## src/rtl/tcpu_pkg.sv

```systemverilog
package tcpu_pkg;
    localparam int INSTR_W    = 8;
    localparam int PC_W       = 4;
    localparam int IMEM_DEPTH = 1 << PC_W;

    typedef enum logic [1:0] {
        ST_FETCH = 2'd0,
        ST_EXEC  = 2'd1,
        ST_HALT  = 2'd2
    } cpu_state_e;

    typedef enum logic [3:0] {
        FN_NOP, FN_ADD, FN_SUB, FN_MOV, FN_CLR,
        FN_INC, FN_MUL, FN_DIV, FN_AND
    } alu_fn_e;

    typedef struct packed {
        logic [1:0] op;
        logic [1:0] cc;
        logic [1:0] src;
        logic [1:0] dst;
    } instr_t;

    localparam logic [1:0] OP_REG  = 2'b00;
    localparam logic [1:0] OP_EXT  = 2'b01;
    localparam logic [1:0] OP_NONE = 2'b10;
    localparam logic [1:0] OP_CTL  = 2'b11;
endpackage

```

## src/rtl/tcpu_imem.sv

```systemverilog
module tcpu_imem
    import tcpu_pkg::*;
#(
    parameter int WORD_W = INSTR_W,
    parameter int DEPTH  = IMEM_DEPTH,
    localparam int AW    = $clog2(DEPTH)
) (
    input  logic              clk,
    input  logic              rst,
    input  logic              we,
    input  logic [AW-1:0]     waddr,
    input  logic [WORD_W-1:0] wdata,
    input  logic [AW-1:0]     raddr,
    output logic [WORD_W-1:0] rdata
);
    logic [WORD_W-1:0] mem_q [DEPTH];
    logic [WORD_W-1:0] mem_d [DEPTH];

    always_comb begin
        for (int i = 0; i < DEPTH; i++) begin
            mem_d[i] = (we && waddr == AW'(i)) ? wdata : mem_q[i];
        end
    end

    always_ff @(posedge clk) begin
        for (int i = 0; i < DEPTH; i++) begin
            mem_q[i] <= mem_d[i];
        end
    end

    assign rdata = mem_q[raddr];

    // a written word is present at its address on the next cycle
    a_r11_write_lands: assert property (@(posedge clk) disable iff (rst)
        we |=> mem_q[$past(waddr)] == $past(wdata));
endmodule

```

## src/rtl/tcpu_regfile.sv

```systemverilog
module tcpu_regfile #(
    parameter int DATA_W = 8,
    parameter int NREG   = 4,
    localparam int SEL_W = $clog2(NREG)
) (
    input  logic              clk,
    input  logic              rst,
    input  logic              we,
    input  logic [SEL_W-1:0]  waddr,
    input  logic [DATA_W-1:0] wdata,
    input  logic [SEL_W-1:0]  raddr_a,
    output logic [DATA_W-1:0] rdata_a,
    input  logic [SEL_W-1:0]  raddr_b,
    output logic [DATA_W-1:0] rdata_b
);
    logic [DATA_W-1:0] reg_q [NREG];
    logic [DATA_W-1:0] reg_d [NREG];

    for (genvar g = 0; g < NREG; g++) begin : g_reg
        always_comb begin
            reg_d[g] = (we && waddr == SEL_W'(g)) ? wdata : reg_q[g];
        end

        always_ff @(posedge clk) begin
            if (rst) reg_q[g] <= '0;
            else     reg_q[g] <= reg_d[g];
        end
    end

    assign rdata_a = reg_q[raddr_a];
    assign rdata_b = reg_q[raddr_b];
endmodule

```

## src/rtl/tcpu_alu.sv

```systemverilog
module tcpu_alu
    import tcpu_pkg::*;
#(
    parameter int DATA_W = 8
) (
    input  alu_fn_e           fn,
    input  logic [DATA_W-1:0] a,
    input  logic [DATA_W-1:0] b,
    output logic [DATA_W-1:0] res,
    output logic              res_we,
    output logic              z_we,
    output logic              c_we,
    output logic              z,
    output logic              c
);
    logic [DATA_W:0]     wide;
    logic [2*DATA_W-1:0] prod;

    always_comb begin
        wide   = '0;
        prod   = {{DATA_W{1'b0}}, a} * {{DATA_W{1'b0}}, b};
        res    = '0;
        res_we = 1'b0;
        z_we   = 1'b0;
        c_we   = 1'b0;
        c      = 1'b0;
        unique case (fn)
            FN_ADD: begin
                wide   = {1'b0, a} + {1'b0, b};
                res    = wide[DATA_W-1:0];
                c      = wide[DATA_W];
                res_we = 1'b1; z_we = 1'b1; c_we = 1'b1;
            end
            FN_SUB: begin
                wide   = {1'b0, a} - {1'b0, b};
                res    = wide[DATA_W-1:0];
                c      = wide[DATA_W];
                res_we = 1'b1; z_we = 1'b1; c_we = 1'b1;
            end
            FN_INC: begin
                wide   = {1'b0, a} + {{DATA_W{1'b0}}, 1'b1};
                res    = wide[DATA_W-1:0];
                c      = wide[DATA_W];
                res_we = 1'b1; z_we = 1'b1; c_we = 1'b1;
            end
            FN_MOV: begin res = b;                 res_we = 1'b1; end
            FN_CLR: begin res = '0;                res_we = 1'b1; end
            FN_MUL: begin res = prod[DATA_W-1:0];  res_we = 1'b1; end
            FN_AND: begin res = a & b;             res_we = 1'b1; end
            FN_DIV: begin
                res_we = 1'b1;
                if (b == '0) begin
                    res  = '1;
                    c    = 1'b1;
                    c_we = 1'b1;
                end else begin
                    res = a / b;
                end
            end
            default: ;
        endcase
        z = (res == '0);
    end
endmodule

```

## src/rtl/tiny_cpu.sv

```systemverilog
module tiny_cpu
    import tcpu_pkg::*;
#(
    parameter int DATA_W = 8,
    parameter int NREG   = 4
) (
    input  logic              clk,
    input  logic              rst,
    input  logic              imem_we,
    input  logic [PC_W-1:0]   imem_waddr,
    input  logic [INSTR_W-1:0] imem_wdata,
    input  logic [DATA_W-1:0] sw_in,
    output logic [DATA_W-1:0] led_o,
    output logic [PC_W-1:0]   pc_o,
    output logic              halted_o
);
    localparam int SEL_W = $clog2(NREG);

    typedef struct packed {
        cpu_state_e        st;
        logic [PC_W-1:0]   pc;
        instr_t            ir;
        logic              zf;
        logic              cf;
        logic [DATA_W-1:0] led;
    } cpu_t;

    cpu_t cpu_d, cpu_q;

    logic [INSTR_W-1:0] fetch_word;
    logic [DATA_W-1:0]  rd_a, rd_b;
    logic               is_sys, is_br, is_alu, br_taken, in_exec;
    logic               sys_halt, sys_load;
    alu_fn_e            fn;
    logic [DATA_W-1:0]  alu_res;
    logic               alu_we, alu_z_we, alu_c_we, alu_z, alu_c;
    logic               rf_we;
    logic [DATA_W-1:0]  rf_wdata;

    tcpu_imem #(.WORD_W(INSTR_W), .DEPTH(IMEM_DEPTH)) u_imem (
        .clk(clk), .rst(rst), .we(imem_we), .waddr(imem_waddr),
        .wdata(imem_wdata), .raddr(cpu_q.pc), .rdata(fetch_word)
    );

    // decode of the held instruction
    always_comb begin
        in_exec  = (cpu_q.st == ST_EXEC);
        is_sys   = (cpu_q.ir.op == OP_CTL) && (cpu_q.ir.cc == 2'b00);
        is_br    = (cpu_q.ir.op == OP_CTL) && (cpu_q.ir.cc != 2'b00);
        is_alu   = (cpu_q.ir.op == OP_REG) || (cpu_q.ir.op == OP_EXT);
        sys_load = cpu_q.ir.src[1];
        sys_halt = cpu_q.ir.src[0];
        unique case (cpu_q.ir.cc)
            2'b01:   br_taken = cpu_q.zf;
            2'b10:   br_taken = cpu_q.cf;
            default: br_taken = 1'b1;
        endcase
        fn = FN_NOP;
        if (cpu_q.ir.op == OP_REG) begin
            unique case (cpu_q.ir.cc)
                2'b00: fn = FN_ADD;
                2'b01: fn = FN_SUB;
                2'b10: fn = FN_MOV;
                default: fn = FN_CLR;
            endcase
        end else if (cpu_q.ir.op == OP_EXT) begin
            unique case (cpu_q.ir.cc)
                2'b00: fn = FN_INC;
                2'b01: fn = FN_MUL;
                2'b10: fn = FN_DIV;
                default: fn = FN_AND;
            endcase
        end
    end

    tcpu_alu #(.DATA_W(DATA_W)) u_alu (
        .fn(fn), .a(rd_a), .b(rd_b), .res(alu_res), .res_we(alu_we),
        .z_we(alu_z_we), .c_we(alu_c_we), .z(alu_z), .c(alu_c)
    );

    always_comb begin
        rf_we    = in_exec && ((is_alu && alu_we) || (is_sys && !sys_halt && sys_load));
        rf_wdata = is_sys ? sw_in : alu_res;
    end

    tcpu_regfile #(.DATA_W(DATA_W), .NREG(NREG)) u_rf (
        .clk(clk), .rst(rst), .we(rf_we), .waddr(SEL_W'(cpu_q.ir.dst)),
        .wdata(rf_wdata), .raddr_a(SEL_W'(cpu_q.ir.dst)), .rdata_a(rd_a),
        .raddr_b(SEL_W'(cpu_q.ir.src)), .rdata_b(rd_b)
    );

    // next-state computation
    always_comb begin
        cpu_d = cpu_q;
        unique case (cpu_q.st)
            ST_FETCH: begin
                cpu_d.ir = instr_t'(fetch_word);
                cpu_d.st = ST_EXEC;
            end
            ST_EXEC: begin
                cpu_d.st = ST_FETCH;
                cpu_d.pc = cpu_q.pc + PC_W'(1);
                if (is_sys) begin
                    if (sys_halt) begin
                        cpu_d.st = ST_HALT;
                        cpu_d.pc = cpu_q.pc;
                    end else if (!sys_load) begin
                        cpu_d.led = rd_a;
                    end
                end else if (is_br) begin
                    if (br_taken) cpu_d.pc = {cpu_q.ir.src, cpu_q.ir.dst};
                end else if (is_alu) begin
                    if (alu_z_we) cpu_d.zf = alu_z;
                    if (alu_c_we) cpu_d.cf = alu_c;
                end
            end
            ST_HALT: ;
            default: cpu_d.st = ST_FETCH;
        endcase
    end

    always_ff @(posedge clk) begin
        if (rst) begin
            cpu_q.st  <= ST_FETCH;
            cpu_q.pc  <= '0;
            cpu_q.ir  <= '0;
            cpu_q.zf  <= 1'b0;
            cpu_q.cf  <= 1'b0;
            cpu_q.led <= '0;
        end else begin
            cpu_q <= cpu_d;
        end
    end

    assign led_o    = cpu_q.led;
    assign pc_o     = cpu_q.pc;
    assign halted_o = (cpu_q.st == ST_HALT);

    // the fetch edge leaves the program counter alone
    a_r2_fetch_pc_hold: assert property (@(posedge clk) disable iff (rst)
        (cpu_q.st == ST_FETCH) |=> $stable(pc_o));

    // halt persists and freezes the program counter
    a_r8_halt_sticky: assert property (@(posedge clk) disable iff (rst)
        halted_o |=> (halted_o && $stable(pc_o)));

    // the LED latch does not move while halted
    a_r9_led_frozen: assert property (@(posedge clk) disable iff (rst)
        halted_o |=> $stable(led_o));

    // divide by zero leaves carry set
    a_r5_div0_carry: assert property (@(posedge clk) disable iff (rst)
        (in_exec && cpu_q.ir.op == OP_EXT && cpu_q.ir.cc == 2'b10 && rd_b == '0)
        |=> cpu_q.cf);

    // the reserved class touches neither flags nor LED
    a_r10_nop_quiet: assert property (@(posedge clk) disable iff (rst)
        (in_exec && cpu_q.ir.op == OP_NONE)
        |=> ($stable(cpu_q.zf) && $stable(cpu_q.cf) && $stable(led_o)));

    // an unconditional branch lands on its target
    a_r7_jump_lands: assert property (@(posedge clk) disable iff (rst)
        (in_exec && cpu_q.ir.op == OP_CTL && cpu_q.ir.cc == 2'b11)
        |=> pc_o == $past({cpu_q.ir.src, cpu_q.ir.dst}));
endmodule

```

## config.mk

```make
export PLATFORM = sky130hd
export DESIGN_NAME = tiny_cpu
export DESIGN_NICKNAME = d
export VERILOG_FILES = /design/src/rtl/tcpu_pkg.sv /design/src/rtl/tcpu_imem.sv /design/src/rtl/tcpu_regfile.sv /design/src/rtl/tcpu_alu.sv /design/src/rtl/tiny_cpu.sv
export SDC_FILE = /design/constraint.sdc
export NUM_CORES = 1
export LEC_CHECK = 0
export ABC_AREA = 0
export BUFFER_PORTS_ARGS = -buffer_cell sky130_fd_sc_hd__buf_2
export CELL_PAD_IN_SITES_DETAIL_PLACEMENT = 1
export CELL_PAD_IN_SITES_GLOBAL_PLACEMENT = 2
export CORE_MARGIN = 4
export CORE_UTILIZATION = 48
export CTS_CLUSTER_DIAMETER = 30
export DETAILED_ROUTE_END_ITERATION = 10
export GPL_TIMING_DRIVEN = 1
export PLACE_DENSITY_LB_ADDON = 0.1
export SLEW_MARGIN = 20
export SYNTH_ARGS = -nofsm -noshare
export SYNTH_HDL_FRONTEND = slang
export SYNTH_SLANG_ARGS = --single-unit
export TNS_END_PERCENT = 100
```

## constraint.sdc

```tcl
create_clock -name clk -period 19.35 [get_ports clk]
set_input_delay 1.935 -clock clk [delete_from_list [all_inputs] [get_ports clk]]
set_output_delay 1.935 -clock clk [all_outputs]
set_load 0.05 [all_outputs]
```

==> reports/qor.txt <==
Total gr overflow: 0
Critical Path End Type: flop
Slowest CP cell: mux4_1
Die width: 160.8 um
Commonest cells post-synth: edfxtp_1 (160), nor2_1 (102), ha_1 (78), nand2_1 (60), mux4_2 (56)
Power per cell area: 122.3 nW/um^2
Initial antenna violation count: 0
Slew @ Worst Pin: 0.9475 ns
Placed cell areas: 11650 um^2
Tcrit/Tclk final: 77.40%
CTS root buffer: clkbuf_16
Routed WL: 32280 um
Die ar.: 25840 um^2
Post-cts gate resize count: 0
Synthesized flop and latch total: 184
Hold Path Class: reg -> reg
DRC Markers: 0
Ys flop type: edfxtp_1
Largest net degree at the start of global routing: 38
Cell variety after synth: 70
ANT cells: 0
Clock Sinks: 184
Buffers on Ports: 35
Synth Cell Area: 11200 um^2
Cell count after synthesis: 922
Synth top area cells: edfxtp_1 (43%), mux4_2 (11%), ha_1 (8.7%)
Vias: 7862
Rows: 55
Slew Limit Fails: 0
Vias/cell: 6.200
Max Fclk: 66.77 MHz
Fin crit period: 14.98 ns
Overall Power: 1.506 mW
First-pass GRT wire length: 49810 um
CTS H-tree lvls: 4
Hold slack: 0.4986 ns
Static Leak: 4.500 nW
Critical Path RT: 19.54 ns
Max incr delay on CP: 0.78 ns
Post-place setup slack: 4.438 ns
Clock latency reported for the late side of the worst-skew pair: 0.45 ns
Crit path max-delay family: compound AO/OA/AOI/OAI gates
WP buf/inv: 2
Average cell area after synthesis: 12.15 um^2
I/O Pins: 36
Number of max-cap violations: 0
Synth area leader: edfxtp_1
Inserted Clock Buffers: 17
Max clock buf depth: 2
Buffer count from post-CTS setup fixing: 0
Fin area: 12310 um^2
All-Layer GR Usage: 25.53%
Syn Nets: 1037
GPL Wtd Cong: 0.8725
Ys Warns: 0
Die Y: 160.8 um
Final setup fails: 0
Post-synth EDFFs: 160
Layout cell share with drive strength beyond 1: 17.49%
Most common cell in the netlist: edfxtp_1
Final hold vios: 0
Drt wl/cell: 25.46 um
Layout area overhead: 9.931%
Max VDD drop: 0.07130 mV
ANT nets after route: 0
RSZ-0062 raised after global routing: no
Post-synthesis async set-or-reset flop share: 0%
Placeable Area: 22780 um^2
CTS tree: built
Setup TNS: 0 ns
Slew HR: 35.20%
Vias in the first global route: 8234
WP data arrival: 15.17 ns
Top cell type's share of synthesized area: 42.90%
Post-DP HPWL: 23740 um
Worst-path fanout max: 13
DR pass1 iterations: 5
Status: finished clean
Clk_skew: 0.02200 ns
WS Path Type: reg -> reg
Starting Density: 49.17%
Hold-fix buffers, CTS: 0
Fin worst setup slack: 4.372 ns
Final net count: 1057
DRT iter0 DRCs: 793
Sequential area share after synthesis: 47.18%
CP Launch Type: flop
Reg clk slew, reported paths: 0.09 ns
path summary, 6_finish.rpt:
kind	slack (ns)	from	cells past startpoint	end
setup / recovery	4.37	cpu_q[12]$_SDFFE_PP0P_	58	u_rf.reg_q[3][0]$_SDFFCE_PN0P_
hold / removal	0.50	led_o[2]$_SDFFE_PP0P_	2	led_o[2]$_SDFFE_PP0P_
setup reg to reg	4.37	cpu_q[12]$_SDFFE_PP0P_	58	u_rf.reg_q[3][0]$_SDFFCE_PN0P_
hold reg to reg	0.50	led_o[2]$_SDFFE_PP0P_	2	led_o[2]$_SDFFE_PP0P_
cells by family (layout without fill, tap and decap cells):
logic type / after synthesis / after routing / share of synthesized area [%]
DFF: 184 / 184 / 47.18
buffers and inverters: 105 / 138 / 4.066
muxes: 82 / 82 / 14.38
adders and majority gates: 92 / 92 / 11.22
AOI/OAI and AO/OA: 168 / 168 / 10.04
xor gates and xnor gates: 31 / 31 / 2.424
and+or+nand+nor: 260 / 260 / 10.69
placed cells by master (no fill, tap or decap), types with 23 or more instances in the layout:
| cell | Yosys | routed |
|---|---|---|
| nor2_1 | 102 | 102 |
| ha_1 | 78 | 78 |
| nand2_1 | 60 | 60 |
| nor3_1 | 32 | 32 |
| mux4_2 | 56 | 56 |
| o21ai_0 | 33 | 33 |
| inv_1 | 54 | 54 |
| edfxtp_1 | 160 | 160 |
| a21oi_1 | 46 | 46 |
| buf_2 | 1 | 35 |
| dfxtp_1 | 24 | 23 |
| xnor2_1 | 23 | 23 |
power by group:
part           internal [mW]  switching [mW]
Sequential             0.444         0.00881
Clock                  0.187           0.195
Combinational          0.278           0.392
Total                  0.910           0.597
per-layer routing:
layer	global-route usage (%)	up-vias	share of wire, %
li1	-	3509	-
met4	6.475	0	1.7
met5	0	-	0
met3	4.824	42	6.3
met1	37.19	4066	45
met2	39.87	245	47
through the flow:
stage	cells	utilization, %
after CTS	1268	54.03
after floorplan	922	-
after global routing	1268	54.06
final	1268	54.06
after global placement	1236	51.11
after detailed placement	1236	51.14
area by class of cell:
cell class,count,area [um^2]
repair buffers,50,287.8
inverters,56,210.2
flip-flops and latches,184,5286
fillers,2358,10470
clock inverters,15,232.7
multi-input cells,633,5479
well taps,313,391.6
clock buffers,17,425.4
worst register-to-register path: cells and delay by family (launching register included):
| kind | cells | cell delay, ns |
|---|---|---|
| compound gates | 36 | 7.46 |
| fa+ha+maj | 7 | 2.33 |
| buf+inv | 2 | 0.29 |
| flops | 1 | 0.74 |
| mux | 2 | 0.95 |
| simple gates | 11 | 2.96 |
sequential cells by signal, summed over array words and instances (netlist names):
name and flops:
cpu_q 12, u_rf.reg_q 32, pc_o 4, led_o 8, u_imem.mem_q 128
Note: power is estimated with default switching activity, not from simulation.
